$ cat config.mk
export PLATFORM = sky130hd
export DESIGN_NAME = spi_shift_engine
export DESIGN_NICKNAME = d
export VERILOG_FILES = /design/src/rtl/spi_eng_pkg.sv /design/src/rtl/spi_eng_timer.sv /design/src/rtl/spi_eng_shifter.sv /design/src/rtl/spi_shift_engine.sv
export SDC_FILE = /design/constraint.sdc
export NUM_CORES = 1
export LEC_CHECK = 0
export BUFFER_PORTS_ARGS = -buffer_cell sky130_fd_sc_hd__buf_2
export CAP_MARGIN = 20
export CORE_MARGIN = 2
export CORE_UTILIZATION = 35
export CTS_CLUSTER_SIZE = 40
export DETAILED_ROUTE_END_ITERATION = 12
export SLEW_MARGIN = 10
export SYNTH_ARGS = -nofsm -noshare
export SYNTH_HDL_FRONTEND = slang
export SYNTH_HIERARCHICAL = 1
export SYNTH_SLANG_ARGS = --single-unit
$ cat constraint.sdc
create_clock -name clk_i -period 4.4 [get_ports clk_i]
set_input_delay 0.44 -clock clk_i [delete_from_list [all_inputs] [get_ports clk_i]]
set_output_delay 0.44 -clock clk_i [all_outputs]
set_load 0.05 [all_outputs]
$ cat src/rtl/spi_eng_pkg.sv
package spi_eng_pkg;
  typedef enum logic [2:0] {
    ST_IDLE,
    ST_LOAD,
    ST_SHIFT,
    ST_GAP,
    ST_DONE
  } eng_state_e;
endpackage

$ cat src/rtl/spi_eng_timer.sv
module spi_eng_timer #(
  parameter int unsigned W = 11
) (
  input  logic         clk_i,
  input  logic         rst_ni,
  input  logic         en_i,
  input  logic [W-1:0] limit_i,
  output logic         expire_o
);
  logic [W-1:0] cnt_q;
  logic [W-1:0] lim;

  // a limit of zero behaves as one
  assign lim      = (limit_i == '0) ? W'(1) : limit_i;
  assign expire_o = en_i && (cnt_q == lim - W'(1));

  always_ff @(posedge clk_i or negedge rst_ni) begin
    if (!rst_ni)                cnt_q <= '0;
    else if (!en_i || expire_o) cnt_q <= '0;
    else                        cnt_q <= cnt_q + W'(1);
  end

  AST_CNT_BELOW_LIMIT: assert property (@(posedge clk_i) disable iff (!rst_ni)
    en_i |-> cnt_q < lim);
endmodule

$ cat src/rtl/spi_eng_shifter.sv
module spi_eng_shifter #(
  parameter int unsigned DATA_W = 32,
  parameter int unsigned LEN_W  = 6
) (
  input  logic              clk_i,
  input  logic              rst_ni,
  input  logic              load_i,
  input  logic [DATA_W-1:0] tx_word_i,
  input  logic [LEN_W-1:0]  len_i,
  input  logic              lsb_first_i,
  input  logic              sample_i,
  input  logic              advance_i,
  input  logic              miso_i,
  output logic              tx_bit_o,
  output logic              last_bit_o,
  output logic [DATA_W-1:0] rx_word_o
);
  localparam int unsigned BIT_W = $clog2(DATA_W);

  logic [DATA_W-1:0] tx_q, rx_q;
  logic [BIT_W-1:0]  bit_q;
  logic [LEN_W-1:0]  pos_wide;
  logic [BIT_W-1:0]  pos;

  // bits are addressed in place instead of shifted
  assign pos_wide   = lsb_first_i ? LEN_W'(bit_q)
                                  : len_i - LEN_W'(1) - LEN_W'(bit_q);
  assign pos        = pos_wide[BIT_W-1:0];
  assign tx_bit_o   = tx_q[pos];
  assign last_bit_o = (LEN_W'(bit_q) == len_i - LEN_W'(1));
  assign rx_word_o  = rx_q;

  always_ff @(posedge clk_i or negedge rst_ni) begin
    if (!rst_ni) begin
      tx_q  <= '0;
      rx_q  <= '0;
      bit_q <= '0;
    end else if (load_i) begin
      tx_q  <= tx_word_i;
      rx_q  <= '0;
      bit_q <= '0;
    end else begin
      if (sample_i)  rx_q[pos] <= miso_i;
      if (advance_i) bit_q     <= bit_q + BIT_W'(1);
    end
  end

  AST_BIT_IN_WORD: assert property (@(posedge clk_i) disable iff (!rst_ni)
    (sample_i || advance_i) |-> LEN_W'(bit_q) < len_i);
endmodule

$ cat src/rtl/spi_shift_engine.sv
module spi_shift_engine
  import spi_eng_pkg::*;
#(
  parameter int unsigned DATA_W = 32,
  parameter int unsigned DIV_W  = 11,
  parameter int unsigned GAP_W  = 16,
  parameter int unsigned CNT_W  = 32,
  localparam int unsigned LEN_W = $clog2(DATA_W) + 1
) (
  input  logic              clk_i,
  input  logic              rst_ni,
  input  logic              run_i,
  input  logic              cpol_i,
  input  logic              cpha_i,
  input  logic              lsb_first_i,
  input  logic [LEN_W-1:0]  word_len_i,
  input  logic [DIV_W-1:0]  clk_div_i,
  input  logic [GAP_W-1:0]  gap_i,
  input  logic              tx_en_i,
  input  logic              rx_en_i,
  input  logic [CNT_W-1:0]  tx_count_i,
  input  logic [CNT_W-1:0]  rx_count_i,
  input  logic              cs_auto_i,
  input  logic              cs_pin_i,
  input  logic              mosi_idle_i,
  input  logic [DATA_W-1:0] tx_data_i,
  input  logic              tx_valid_i,
  output logic              tx_ready_o,
  output logic [DATA_W-1:0] rx_data_o,
  output logic              rx_valid_o,
  input  logic              rx_ready_i,
  output logic              tx_done_o,
  output logic              rx_done_o,
  output logic              sck_o,
  output logic              mosi_o,
  output logic              cs_no,
  input  logic              miso_i
);
  typedef struct packed {
    logic             cpol;
    logic             cpha;
    logic             lsb;
    logic [LEN_W-1:0] len;
    logic [DIV_W-1:0] div;
    logic [GAP_W-1:0] gap;
  } eng_cfg_t;

  eng_state_e        st_q, st_d;
  eng_cfg_t          cfg_q, cfg_in;
  logic [CNT_W-1:0]  tx_rem_q, rx_rem_q;
  logic              half_q;
  logic              rx_valid_q;
  logic [DATA_W-1:0] rx_data_q;
  logic              tx_done_q, rx_done_q;

  logic              tx_need, rx_need, rx_ok, load_go, more;
  logic              half_exp, gap_exp, mid_edge, word_end, bit_adv;
  logic              tx_bit, last_bit, any_active;
  logic [DATA_W-1:0] rx_word;
  logic [LEN_W-1:0]  len_eff;

  assign len_eff = (word_len_i == '0 || word_len_i > LEN_W'(DATA_W))
                 ? LEN_W'(DATA_W) : word_len_i;

  always_comb begin
    cfg_in      = cfg_q;
    cfg_in.cpol = cpol_i;
    cfg_in.cpha = cpha_i;
    cfg_in.lsb  = lsb_first_i;
    cfg_in.len  = len_eff;
    cfg_in.div  = clk_div_i;
    cfg_in.gap  = gap_i;
  end

  assign any_active = (tx_en_i && tx_count_i != '0) || (rx_en_i && rx_count_i != '0);
  assign tx_need    = (tx_rem_q != '0);
  assign rx_need    = (rx_rem_q != '0);
  // receive sink must be free before the next word is started
  assign rx_ok      = !rx_need || !rx_valid_q || rx_ready_i;
  assign load_go    = (st_q == ST_LOAD) && rx_ok && (!tx_need || tx_valid_i);
  assign more       = (tx_rem_q > CNT_W'(1)) || (rx_rem_q > CNT_W'(1));

  assign mid_edge = (st_q == ST_SHIFT) && half_exp && !half_q;
  assign word_end = (st_q == ST_SHIFT) && half_exp &&  half_q &&  last_bit;
  assign bit_adv  = (st_q == ST_SHIFT) && half_exp &&  half_q && !last_bit;

  spi_eng_timer #(.W(DIV_W)) i_half_timer (
    .clk_i    (clk_i),
    .rst_ni   (rst_ni),
    .en_i     (st_q == ST_SHIFT),
    .limit_i  (cfg_q.div),
    .expire_o (half_exp)
  );

  spi_eng_timer #(.W(GAP_W)) i_gap_timer (
    .clk_i    (clk_i),
    .rst_ni   (rst_ni),
    .en_i     (st_q == ST_GAP),
    .limit_i  (cfg_q.gap),
    .expire_o (gap_exp)
  );

  spi_eng_shifter #(.DATA_W(DATA_W), .LEN_W(LEN_W)) i_shifter (
    .clk_i       (clk_i),
    .rst_ni      (rst_ni),
    .load_i      (load_go),
    .tx_word_i   (tx_data_i),
    .len_i       (cfg_q.len),
    .lsb_first_i (cfg_q.lsb),
    .sample_i    (mid_edge),
    .advance_i   (bit_adv),
    .miso_i      (miso_i),
    .tx_bit_o    (tx_bit),
    .last_bit_o  (last_bit),
    .rx_word_o   (rx_word)
  );

  always_comb begin
    st_d = st_q;
    if (!run_i) begin
      st_d = ST_IDLE;
    end else begin
      unique case (st_q)
        ST_IDLE:  st_d = any_active ? ST_LOAD : ST_DONE;
        ST_LOAD:  if (load_go) st_d = ST_SHIFT;
        ST_SHIFT: if (word_end)
                    st_d = !more ? ST_DONE : (cfg_q.gap != '0) ? ST_GAP : ST_LOAD;
        ST_GAP:   if (gap_exp) st_d = ST_LOAD;
        default:  st_d = st_q;
      endcase
    end
  end

  always_ff @(posedge clk_i or negedge rst_ni) begin
    if (!rst_ni) begin
      st_q       <= ST_IDLE;
      cfg_q      <= '{cpol: 1'b0, cpha: 1'b0, lsb: 1'b0, len: LEN_W'(DATA_W),
                      div: DIV_W'(1), gap: '0};
      tx_rem_q   <= '0;
      rx_rem_q   <= '0;
      half_q     <= 1'b0;
      rx_valid_q <= 1'b0;
      rx_data_q  <= '0;
      tx_done_q  <= 1'b0;
      rx_done_q  <= 1'b0;
    end else begin
      st_q      <= st_d;
      tx_done_q <= 1'b0;
      rx_done_q <= 1'b0;
      if (rx_valid_q && rx_ready_i) rx_valid_q <= 1'b0;
      if (!run_i) begin
        rx_valid_q <= 1'b0;
        half_q     <= 1'b0;
      end else begin
        unique case (st_q)
          ST_IDLE: begin
            cfg_q    <= cfg_in;
            tx_rem_q <= tx_en_i ? tx_count_i : '0;
            rx_rem_q <= rx_en_i ? rx_count_i : '0;
          end
          ST_LOAD: half_q <= 1'b0;
          ST_SHIFT: begin
            if (half_exp) half_q <= !half_q;
            if (word_end) begin
              if (tx_need) tx_rem_q <= tx_rem_q - CNT_W'(1);
              if (rx_need) begin
                rx_rem_q   <= rx_rem_q - CNT_W'(1);
                rx_valid_q <= 1'b1;
                rx_data_q  <= rx_word;
              end
              tx_done_q <= (tx_rem_q == CNT_W'(1));
              rx_done_q <= (rx_rem_q == CNT_W'(1));
            end
          end
          default: ;
        endcase
      end
    end
  end

  // leading half is the active level only when sampling on the trailing edge
  always_comb begin
    if (st_q == ST_SHIFT)     sck_o = cfg_q.cpol ^ half_q ^ cfg_q.cpha;
    else if (st_q == ST_IDLE) sck_o = cpol_i;
    else                      sck_o = cfg_q.cpol;
  end

  assign mosi_o     = (st_q == ST_SHIFT && tx_need) ? tx_bit : mosi_idle_i;
  assign cs_no      = cs_auto_i ? !(st_q == ST_LOAD || st_q == ST_SHIFT || st_q == ST_GAP)
                                : cs_pin_i;
  assign tx_ready_o = (st_q == ST_LOAD) && tx_need && rx_ok;
  assign rx_valid_o = rx_valid_q;
  assign rx_data_o  = rx_data_q;
  assign tx_done_o  = tx_done_q;
  assign rx_done_o  = rx_done_q;

  AST_ABORT_TO_IDLE: assert property (@(posedge clk_i) disable iff (!rst_ni)
    !run_i |=> st_q == ST_IDLE);
  AST_TX_DONE_SINGLE: assert property (@(posedge clk_i) disable iff (!rst_ni)
    tx_done_o |=> !tx_done_o);
  AST_RX_DONE_SINGLE: assert property (@(posedge clk_i) disable iff (!rst_ni)
    rx_done_o |=> !rx_done_o);
  AST_RX_HELD: assert property (@(posedge clk_i) disable iff (!rst_ni)
    (rx_valid_o && !rx_ready_i && run_i) |=> rx_valid_o && $stable(rx_data_o));
  AST_MOSI_STEADY: assert property (@(posedge clk_i) disable iff (!rst_ni)
    (st_q == ST_SHIFT && half_q && tx_need) |-> $stable(mosi_o));
  AST_READY_NEEDS_SINK: assert property (@(posedge clk_i) disable iff (!rst_ni)
    tx_ready_o |-> !(rx_valid_o && !rx_ready_i && rx_need));
endmodule

==> key figures <==
Routing
  – DRC Markers: 0
  – Total via count in the routed design: 11700
  – Number of detailed-route iterations in the first pass: 5
  – Total wire length after detailed routing: 37.6 mm
  – First DRT Iteration DRCs: 898
  – WL per Instance: 17.5 µm
  – Remaining number of nets flagged by the antenna check after routing: 0
  – Vias per cell: 5.47

Logic synthesis
  – Count of mapped cells out of synthesis: 1433
  – Cell Area, Synth: 13700 µm²
  – Post-synthesis net count: 1591
  – Most frequently used flop master after synthesis: sky130_fd_sc_hd__dfrtp_1
  – Distinct cell type count of the synthesized netlist: 99
  – Share of synthesized flip-flops with an asynchronous set or reset: 1.00
  – Post-synthesis register bit count: 235
  – Synthesized area per cell: 9.57 µm²
  – Part of the Yosys area used for sequential elements: 0.429
  – Warnings, synthesis: 6
  – Number of enable-type register cells in the synthesized netlist: 0

Cells and area
  – Post-layout nets: 1761
  – Area Growth Syn to Fin: 17.8%
  – Cell area after layout: 16200 µm²
  – Antenna diodes: 0
  – Filler cell count: 3808
  – Share of cells above drive strength 1: 0.248

Global routing
  – Number of global-route vias before repair: 11300
  – Total GRT Usage: 0.182
  – Initial antenna violation count: 5
  – Pin count of the biggest net entering global routing: 117
  – First-pass GRT wire length: 61.3 mm
  – Total congestion overflow: 0

Clock tree
  – Root cell of the clock tree: sky130_fd_sc_hd__clkbuf_16
  – Number of buffers on the longest clock path: 3
  – Total CTS buffers: 30
  – H-tree lvl count: 1
  – TritonCTS clock tree: built
  – Number of hold buffers added after CTS: 0
  – Clock latency on the worst-skew pair: 0.57 ns
  – CTS sink cnt: 235
  – Clock Pin Slew Worst Setup and Hold Paths: 0.06 ns

STA
  – Final Hold Violating Endpoints: 20
  – Crit share post-route: 0.938
  – Sum of negative setup slack: 0 ns
  – Worst slew margin relative to its limit: 0.270
  – Slew at the pin closest to its max-slew limit: 1.09 ns
  – Hold Slack: -0.0296 ns
  – Final setup margin: 0.271 ns
  – Upper clock frequency limit: 242 MHz
  – Final number of setup-violating endpoints: 0
  – RSZ-0062 raised after global routing: no
  – Post-layout minimum cycle time: 4.13 ns
  – Largest clock skew in the final design: 0.0213 ns
  – Final number of max-transition violations: 0

Critical path
  – Chain of cells forming the critical path: inv_1, ha_1, fa_1, or2_2, nand2_4, buf_6, mux2i_1, mux2i_1, a22oi_1, a32oi_2, mux2_2, buf_2
  – Dominant cell type by count on the critical path: sky130_fd_sc_hd__mux2i_1
  – Reg2Reg Setup Slack: 0.36 ns
  – R2R depth: 14
  – Signal arrival time at the worst endpoint: 3.69 ns
  – Slowest-stage cell, CP: sky130_fd_sc_hd__fa_1
  – Worst reg2reg path startpoint: cfg_q[0]
  – Worst Setup Start Kind: flip-flop
  – CP max FO: 7
  – Crit. End Element: output port
  – Kind of critical path: reg -> out
  – Max incr delay on CP: 0.44 ns
  – Endpoint required time on the critical path: 3.96 ns
  – Endpoint of the worst register-to-register path: st_q[1]

Power
  – Power density over the cells: 667 nW/µm²
  – Leakage Power: 7.14 nW
  – Worst voltage drop across the vdd grid: 447 µV

Status
  – Failing checks: negative hold slack
  – Run status: complete, but fails checks

Placement
  – Post-Place Worst Slack: 0.205 ns
  – Final HPWL DP: 26.2 mm
  – Port Buffer Count: 181
  – Routability Congestion: 0.845
  – Placed standard-cell area: 15100 µm²

Job
  – Number of maximum-capacitance constraint violations: 0

Die
  – Die outline width: 202 µm
  – Die Area: 40800 µm²
  – Placeable core region: 38600 µm²
  – Number of I/O pins: 182
  – Die Y-Extent: 202 µm
  – Site Rows: 72
  – Initial Utilization: 0.355

Min path
  – Worst hold path class: in -> async
-- cell usage in the layout (no fill, tap or decap), types with 31 or more instances in the layout --
cell and n:
sky130_fd_sc_hd__a21oi_1 93, sky130_fd_sc_hd__buf_2 180, sky130_fd_sc_hd__buf_4 41, sky130_fd_sc_hd__clkbuf_16 31, sky130_fd_sc_hd__dfrtp_1 233, sky130_fd_sc_hd__mux2_2 35, sky130_fd_sc_hd__nand2_1 180, sky130_fd_sc_hd__nand3_1 36
sky130_fd_sc_hd__nor2_1 89, sky130_fd_sc_hd__nor3_1 58, sky130_fd_sc_hd__nor4_1 40, sky130_fd_sc_hd__o21ai_0 100, sky130_fd_sc_hd__xnor2_1 36
-- cell usage after synthesis (7+ instances only) --
| library cell | instances | share of area |
|---|---|---|
| sky130_fd_sc_hd__a211oi_1 | 7 | 0.0038 |
| sky130_fd_sc_hd__a21oi_1 | 93 | 0.034 |
| sky130_fd_sc_hd__a22oi_1 | 18 | 0.0099 |
| sky130_fd_sc_hd__a311oi_1 | 14 | 0.0089 |
| sky130_fd_sc_hd__a31oi_1 | 18 | 0.0082 |
| sky130_fd_sc_hd__a32oi_1 | 20 | 0.013 |
| sky130_fd_sc_hd__and2_1 | 7 | 0.0032 |
| sky130_fd_sc_hd__and3_1 | 13 | 0.0059 |
| sky130_fd_sc_hd__buf_2 | 10 | 0.0037 |
| sky130_fd_sc_hd__buf_6 | 10 | 0.0082 |
| sky130_fd_sc_hd__clkbuf_1 | 53 | 0.015 |
| sky130_fd_sc_hd__dfrtp_1 | 233 | 0.43 |
| sky130_fd_sc_hd__ha_1 | 14 | 0.013 |
| sky130_fd_sc_hd__inv_1 | 27 | 0.0074 |
| sky130_fd_sc_hd__mux2_2 | 35 | 0.029 |
| sky130_fd_sc_hd__mux2_4 | 29 | 0.032 |
| sky130_fd_sc_hd__mux2i_1 | 30 | 0.022 |
| sky130_fd_sc_hd__nand2_1 | 181 | 0.050 |
| sky130_fd_sc_hd__nand2b_1 | 26 | 0.012 |
| sky130_fd_sc_hd__nand3_1 | 38 | 0.014 |
| sky130_fd_sc_hd__nand3b_1 | 7 | 0.0038 |
| sky130_fd_sc_hd__nand4_1 | 22 | 0.010 |
| sky130_fd_sc_hd__nor2_1 | 91 | 0.025 |
| sky130_fd_sc_hd__nor3_1 | 58 | 0.021 |
| sky130_fd_sc_hd__nor4_1 | 40 | 0.018 |
| sky130_fd_sc_hd__nor4_2 | 9 | 0.0082 |
| sky130_fd_sc_hd__o21ai_0 | 100 | 0.037 |
| sky130_fd_sc_hd__o2bb2ai_1 | 13 | 0.0083 |
| sky130_fd_sc_hd__o41ai_1 | 9 | 0.0058 |
| sky130_fd_sc_hd__or4_1 | 7 | 0.0038 |
| sky130_fd_sc_hd__xnor2_1 | 36 | 0.023 |
| sky130_fd_sc_hd__xor2_1 | 24 | 0.015 |
-- registers in the layout (all words and copies together) (netlist names) --
register and cells:
cfg_q 36, i_shifter/rx_word_o 32, i_shifter/tx_q 32, rx_data_o 32, rx_rem_q 32, tx_rem_q 32, i_gap_timer/cnt_q 16, i_half_timer/cnt_q 11
i_shifter/bit_q 5, st_q 3, half_q 1, rx_done_o 1, rx_valid_o 1, tx_done_o 1
-- how the worst max path moves through the flow --
stage	start	slack (ns)	endpoint
floorplan	rx_rem_q[18]	0.72	tx_ready_o
global placement	cfg_q[21]	0.24	i_shifter/rx_word_o[0]
detailed placement	cfg_q[19]	0.20	i_shifter/rx_word_o[4]
CTS	cfg_q[27]	0.06	mosi_o
global route	cfg_q[0]	0.01	st_q[1]
finish	cfg_q[27]	0.27	mosi_o
-- final cells by class --
class / count / area, µm² / area share
well taps: 518 / 648 / 0.0401
inverters: 27 / 101 / 0.00627
clock buffers: 42 / 867 / 0.0537
flip-flops and latches: 235 / 5880 / 0.364
multi-input cells: 1085 / 7280 / 0.451
clock inverters: 11 / 118 / 0.00728
repair buffers: 224 / 1250 / 0.0777
-- per-stage QoR --
stage	util	cells	hold slack (ns)	total power [mW]
after floorplan	-	1433	0.144	7.06
after global placement	0.391	2086	0.475	8.14
after detailed placement	0.391	2086	0.476	8.25
after CTS	0.416	2139	0.0203	10.8
after global routing	0.418	2142	0.0505	11.6
final	0.418	2142	-0.0296	10.8
-- power breakdown --
| part | internal (mW) | switching (mW) |
|---|---|---|
| Combinational | 1.83 | 3.04 |
| Sequential | 2.78 | 0.669 |
| Clock | 1.48 | 0.977 |
-- layer usage --
metal  routed length (µm)  GRT usage  vias up
met4                  718     0.0352        8
met5                   45          0        -
met3                 2320     0.0322       63
met1                17300      0.263     5700
met2                17200      0.287      324
li1                     -          -     5619
-- cells by family (layout without fill, tap and decap cells) --
group | count (synthesis) | in the layout | synth area share
flip-flops | 235 | 235 | 0.429
AO/OA/AOI/OAI | 353 | 354 | 0.171
adder cells (fa/ha/maj) | 15 | 15 | 0.0142
XOR/XNOR | 60 | 60 | 0.0383
buffers and inverters | 114 | 304 | 0.0446
AND/OR/NAND/NOR | 558 | 558 | 0.214
multiplexers | 98 | 98 | 0.0890
-- repair_timing --
item	4_1_cts	5_1_grt
pin swaps	0	4
endpoints found under the setup margin	1	59
buffers inserted	0	2
gates cloned	0	1
resized for setup	2	7
-- critical path, delay by kind of cell, from the launching register on --
kind	cells	cell delay (ns)
buffers and inverters	3	0.43
multiplexers	3	0.63
flip-flops	1	0.39
AO/OA/AOI/OAI	2	0.42
adder cells (fa/ha/maj)	2	0.77
AND/OR/NAND/NOR	2	0.49
No activity file was read; power rests on OpenSTA's default activity.
